**src/rtl/hc_mbox_pkg.sv**
```systemverilog
package hc_mbox_pkg;
  typedef enum logic [1:0] {
    CA_RXB  = 2'd0,
    CA_TXB  = 2'd1,
    CA_STAT = 2'd2,
    CA_CTRL = 2'd3
  } caddr_e;

  // control byte field positions
  localparam int CB_OBE_IE  = 2;
  localparam int CB_IBF_IE  = 3;
  localparam int CB_STROBE  = 5;
  localparam int CB_OBF_CLR = 6;
  localparam int CB_IBF_CLR = 7;

  // status byte field positions
  localparam int SB_OBF  = 0;
  localparam int SB_IBF  = 1;
  localparam int SB_LAST = 3;
endpackage

```
**src/rtl/mbox_rst_sync.sv**
```systemverilog
module mbox_rst_sync #(
  parameter int STAGES = 2
) (
  input  logic clk,
  input  logic arst_n,
  output logic srst_n
);
  logic [STAGES-1:0] sh_q;
  logic [STAGES-1:0] sh_d;

  always_comb begin
    sh_d = {sh_q[STAGES-2:0], 1'b1};
  end

  always_ff @(posedge clk or negedge arst_n) begin
    if (!arst_n) sh_q <= '0;
    else         sh_q <= sh_d;
  end

  assign srst_n = sh_q[STAGES-1];
endmodule

```
**src/rtl/mbox_host_port.sv**
```systemverilog
module mbox_host_port #(
  parameter int DW = 8
) (
  input  logic          clk,
  input  logic          rst_n,
  input  logic          wr_i,
  input  logic          cmd_i,
  input  logic [DW-1:0] wdata_i,
  output logic [DW-1:0] rxb_o,
  output logic          last_cmd_o
);
  logic [DW-1:0] rxb_q, rxb_d;
  logic          last_q, last_d;

  always_comb begin
    rxb_d  = rxb_q;
    last_d = last_q;
    if (wr_i) begin
      rxb_d  = wdata_i;
      last_d = cmd_i;
    end
  end

  always_ff @(posedge clk or negedge rst_n) begin
    if (!rst_n) begin
      rxb_q  <= '0;
      last_q <= 1'b0;
    end else begin
      rxb_q  <= rxb_d;
      last_q <= last_d;
    end
  end

  assign rxb_o      = rxb_q;
  assign last_cmd_o = last_q;
endmodule

```
**src/rtl/mbox_flag.sv**
```systemverilog
module mbox_flag #(
  parameter bit RD_CLR_BOTH = 1'b0
) (
  input  logic clk,
  input  logic rst_n,
  input  logic strobe_mode_i,
  input  logic set_i,
  input  logic rd_clr_i,
  input  logic w1c_i,
  input  logic sync_clr_i,
  output logic flag_o
);
  logic flag_q, flag_d;
  logic rd_eff;
  logic clr_any;

  generate
    if (RD_CLR_BOTH) begin : g_rd_always
      assign rd_eff = rd_clr_i;
    end else begin : g_rd_mode0
      assign rd_eff = rd_clr_i & ~strobe_mode_i;
    end
  endgenerate

  assign clr_any = sync_clr_i | rd_eff | (w1c_i & strobe_mode_i);

  always_comb begin
    flag_d = flag_q;
    if (set_i)        flag_d = 1'b1;
    else if (clr_any) flag_d = 1'b0;
  end

  always_ff @(posedge clk or negedge rst_n) begin
    if (!rst_n) flag_q <= 1'b0;
    else        flag_q <= flag_d;
  end

  assign flag_o = flag_q;
endmodule

```
**src/rtl/mbox_ctrl_regs.sv**
```systemverilog
module mbox_ctrl_regs
  import hc_mbox_pkg::*;
#(
  parameter int DW = 8
) (
  input  logic          clk,
  input  logic          rst_n,
  input  logic          wr_ctrl_i,
  input  logic          wr_txb_i,
  input  logic [DW-1:0] wdata_i,
  output logic [DW-1:0] ctrl_o,
  output logic [DW-1:0] txb_o,
  output logic          ibf_w1c_o,
  output logic          obf_w1c_o
);
  logic [DW-1:0] ctrl_q, ctrl_d;
  logic [DW-1:0] txb_q, txb_d;

  always_comb begin
    ctrl_d = ctrl_q;
    txb_d  = txb_q;
    if (wr_ctrl_i) begin
      ctrl_d             = wdata_i;
      ctrl_d[CB_OBF_CLR] = 1'b0;
      ctrl_d[CB_IBF_CLR] = 1'b0;
    end
    if (wr_txb_i) txb_d = wdata_i;
  end

  always_ff @(posedge clk or negedge rst_n) begin
    if (!rst_n) begin
      ctrl_q <= '0;
      txb_q  <= '0;
    end else begin
      ctrl_q <= ctrl_d;
      txb_q  <= txb_d;
    end
  end

  assign ibf_w1c_o = wr_ctrl_i & wdata_i[CB_IBF_CLR];
  assign obf_w1c_o = wr_ctrl_i & wdata_i[CB_OBF_CLR];
  assign ctrl_o    = ctrl_q;
  assign txb_o     = txb_q;
endmodule

```
**src/rtl/hc_mailbox.sv**
```systemverilog
module hc_mailbox
  import hc_mbox_pkg::*;
#(
  parameter int DW = 8
) (
  input  logic          clk,
  input  logic          rst_n,
  input  logic          host_rst_n,
  input  logic          h_wr,
  input  logic          h_rd,
  input  logic          h_cmd,
  input  logic [DW-1:0] h_wdata,
  output logic [DW-1:0] h_rdata,
  input  logic          c_sel,
  input  logic          c_we,
  input  logic [1:0]    c_addr,
  input  logic [DW-1:0] c_wdata,
  output logic [DW-1:0] c_rdata,
  output logic          irq_ibf,
  output logic          irq_obe
);
  logic          rst_s_n;
  logic [DW-1:0] rxb, txb, ctrl, status;
  logic          last_cmd;
  logic          ibf, obf;
  logic          ibf_w1c, obf_w1c;
  logic          c_wr_ctrl, c_wr_txb, c_rd_rxb, h_rd_data;
  logic          strobe_mode;

  mbox_rst_sync #(.STAGES(2)) u_rst (
    .clk(clk), .arst_n(rst_n), .srst_n(rst_s_n)
  );

  assign c_wr_ctrl   = c_sel & c_we & (c_addr == CA_CTRL);
  assign c_wr_txb    = c_sel & c_we & (c_addr == CA_TXB);
  assign c_rd_rxb    = c_sel & ~c_we & (c_addr == CA_RXB);
  assign h_rd_data   = h_rd & ~h_cmd;
  assign strobe_mode = ctrl[CB_STROBE];

  mbox_host_port #(.DW(DW)) u_host (
    .clk(clk), .rst_n(rst_s_n), .wr_i(h_wr), .cmd_i(h_cmd),
    .wdata_i(h_wdata), .rxb_o(rxb), .last_cmd_o(last_cmd)
  );

  mbox_ctrl_regs #(.DW(DW)) u_regs (
    .clk(clk), .rst_n(rst_s_n), .wr_ctrl_i(c_wr_ctrl), .wr_txb_i(c_wr_txb),
    .wdata_i(c_wdata), .ctrl_o(ctrl), .txb_o(txb),
    .ibf_w1c_o(ibf_w1c), .obf_w1c_o(obf_w1c)
  );

  mbox_flag #(.RD_CLR_BOTH(1'b0)) u_ibf (
    .clk(clk), .rst_n(rst_s_n), .strobe_mode_i(strobe_mode),
    .set_i(h_wr), .rd_clr_i(c_rd_rxb), .w1c_i(ibf_w1c),
    .sync_clr_i(~host_rst_n), .flag_o(ibf)
  );

  mbox_flag #(.RD_CLR_BOTH(1'b1)) u_obf (
    .clk(clk), .rst_n(rst_s_n), .strobe_mode_i(strobe_mode),
    .set_i(c_wr_txb), .rd_clr_i(h_rd_data), .w1c_i(obf_w1c),
    .sync_clr_i(1'b0), .flag_o(obf)
  );

  always_comb begin
    status          = '0;
    status[SB_OBF]  = obf;
    status[SB_IBF]  = ibf;
    status[SB_LAST] = last_cmd;
  end

  always_comb begin
    unique case (c_addr)
      CA_RXB:  c_rdata = rxb;
      CA_TXB:  c_rdata = txb;
      CA_STAT: c_rdata = status;
      default: c_rdata = ctrl;
    endcase
  end

  assign h_rdata = h_cmd ? status : txb;
  assign irq_ibf = ctrl[CB_IBF_IE] & ibf;
  assign irq_obe = ctrl[CB_OBE_IE] & ~obf;
endmodule

```
**config.mk**
```make
export PLATFORM = sky130hd
export DESIGN_NAME = hc_mailbox
export DESIGN_NICKNAME = d
export VERILOG_FILES = /design/src/rtl/hc_mbox_pkg.sv /design/src/rtl/mbox_rst_sync.sv /design/src/rtl/mbox_host_port.sv /design/src/rtl/mbox_flag.sv /design/src/rtl/mbox_ctrl_regs.sv /design/src/rtl/hc_mailbox.sv
export SDC_FILE = /design/constraint.sdc
export NUM_CORES = 1
export LEC_CHECK = 0
export BUFFER_PORTS_ARGS = -buffer_cell sky130_fd_sc_hd__buf_2
export CORE_AREA = 5 5 73 55
export CTS_BUF_LIST = sky130_fd_sc_hd__clkbuf_4
export DETAILED_ROUTE_END_ITERATION = 10
export DIE_AREA = 0 0 78 60
export PLACE_DENSITY = 0.75
export SLEW_MARGIN = 20
export SYNTH_ARGS = -nofsm -noshare
export SYNTH_HDL_FRONTEND = slang
export SYNTH_HIERARCHICAL = 1
export SYNTH_SLANG_ARGS = --single-unit
```
**constraint.sdc**
```tcl
create_clock -name clk -period 0.97 [get_ports clk]
set_clock_uncertainty 0.2 [all_clocks]
set_input_delay 0 -clock clk [delete_from_list [all_inputs] [get_ports clk]]
set_output_delay 0 -clock clk [all_outputs]
set_load 0.005 [all_outputs]
```
==> impl_results.md <==
- Final antenna diode count: 0
- Status: complete, but fails checks
- Worst Slack Setup Final: -610.9 ps
- Io pins: 44
- Fin crit period: 1581 ps
- Die Y: 60 um
- Average size of a mapped cell: 15.14 sq um
- Library cells used by synthesis: 21
- Die area: 4680 sq um
- Mapped cell area: 1469 sq um
- Nets: 220
- Drt first pass iters: 4
- Core area: 3311 sq um
- Syn-to-layout area delta: 58.69%
- Synth top area cells: dfrtp_1, mux2_4, mux4_1, buf_6, mux2_2
- CTS Hold Bufs: 20
- Setup_tns: -11570 ps
- Layout cells sized above 1: 0.6477
- Fin Hold WS: -76.86 ps
- Register area share after synthesis: 0.4600
- Post-synth EDFFs: 0
- Residual DRC: 0
- Worst Setup Start Kind: flop
- Clock Sink Count: 27
- Place WS: -318.9 ps
- Total congestion overflow: 0
- Crit path max fanout: 2
- CP arrival: 1380 ps
- First-pass GRT wire length: 5947 um
- P per Cell Area: 1422 nW/um^2
- Worst skew pair latency: 330 ps
- Most common cell after layout, fill and taps aside: buf_2
- Avg Vias per Cell: 4.790
- Largest net degree at the start of global routing: 26
- H-tree depth: 1
- Number of routed nets with antenna violations: 0
- Initial antenna violation count: 0
- Clk root buf: clkbuf_4
- Max-slew violation count: 0
- Num CTS Buffers: 3
- Std cell rows: 18
- Clock Pin Slew Worst Setup and Hold Paths: 150 ps
- Die width: 78 um
- IO buf count: 43
- CP endpoint kind: output port
- WL/cell: 16.26 um
- Vias after detailed routing: 1116
- Max-Cap Viols: 0
- Cells after synthesis: 97
- Starting DRT DRC Count: 17
- Register bit count reported by yosys: 27
- Final setup viols: 42
- Leakage: 1.183 nW
- Yosys warning count: 6
- Post-Route WL: 3789 um
- Gp weighted congestion: 0.7351
- CP required: 770 ps
- Final hold vios: 13
- Post-DP HPWL: 2615 um
- CTS tree: built
- Failing checks: negative hold slack, negative setup slack
- Fin crit share: 1.630
- Async S/R FF share, synth: 1.000
- Starting density of the core: 0.4437
- CTS Buffer Depth: 2
- Total track usage: 0.1665
- RSZ-0062 raised after global routing: true
- Vias in the first global route: 1237
- Most frequent cells in the layout: buf_2, mux2_4, buf_6, dfrtp_1, dlygate4sd3_1
- Synth area leader: dfrtp_1
- Fmax: 0.6325 GHz
- Main synth FF type: dfrtp_1
- Worst min-delay path class: in2reg
- Worst vdd ir: 0.7033 mV
- Top cell type's share of synthesized area: 0.4600
- Crit Path Class: reg2out
-- per-stage QoR --
step,std cells,instance area [sq um],power [mW],util
after detailed placement,204,1927,2.470,0.5820
after global routing,233,2331,3.506,0.7041
after global placement,204,1927,2.426,0.5820
after floorplan,98,1489,1.963,-
after CTS,231,2260,3.206,0.6825
final,233,2331,3.315,0.7041
-- metal layers --
metal  GRT usage  wire [um]  up-vias
li1            -          -      532
met1      0.1947       1600      547
met2      0.3080       1951       32
met3     0.04669        209        5
met4     0.03614         28        0
met5           0          0        -
-- cells in the mapped netlist (2+ instances only) --
cell type and n:
dfrtp_1 27, mux2_4 27, nor2b_1 7, a22o_1 5, buf_6 4, mux2_2 4, and2_1 3, conb_1 3
buf_2 2, buf_4 2, inv_1 2, mux4_1 2
-- cells by family after synthesis --
family          after synthesis  share of synthesized area
compound gates                8                    0.04940
simple gates                 14                    0.06559
mux                          35                     0.3646
flops                        27                     0.4600
other cells                   3                   0.007666
buf+inv                      10                    0.05281
-- flip-flops by register name (all words and copies together) (netlist names) --
| signal | cells |
|---|---|
| u_ibf/flag_o | 1 |
| u_host/rxb_o | 8 |
| u_host/last_cmd_o | 1 |
| u_rst/sh_q | 2 |
| u_regs/txb_o | 8 |
| u_obf/flag_o | 1 |
| u_regs/ctrl_o | 6 |
-- area by class of cell --
cell class                      instances  area (sq um)
Tap cell                               40         50.05
Timing Repair Buffer                   99         818.3
Multi-Input combinational cell         61         748.2
Fill cell                             221         979.7
Clock inverter                          1         7.507
Sequential cell                        27         676.9
Inverter                                2         7.507
Clock buffer                            3         22.52
-- path summary, 6_finish.rpt --
kind / start / end / slack (ps) / cells after the start
setup reg to reg: u_regs/ctrl_o[5] / u_obf/flag_o / -300 / 4
setup / recovery: u_regs/ctrl_o[3] / c_rdata[3] / -610 / 2
max in group asynchronous: rst_n / u_rst/sh_q[1] / 150 / 3
hold reg to reg: u_rst/sh_q[1] / u_host/last_cmd_o / 0 / 1
hold / removal: c_we / u_ibf/flag_o / -80 / 4
min in group asynchronous: u_rst/sh_q[1] / u_host/last_cmd_o / 0 / 1
-- power by group --
part	switching (mW)	internal (mW)	leakage, nW
clock network	0.353	0.159	0.0139
registers	0.119	1.30	0.320
logic	0.400	0.984	0.849
total	0.872	2.44	1.18
-- critical path, cell delays in order (launching register included) --
cell     delay (ps)
dfrtp_1         420
mux4_2          470
buf_2           140
-- what timing repair did --
item	CTS	global route
gates resized for setup	22	17
setup endpoints to repair	42	43
endpoints found under the hold margin	27	12
pin swaps	3	4
buffers inserted	9	8
(Power assumes the default switching activity.)
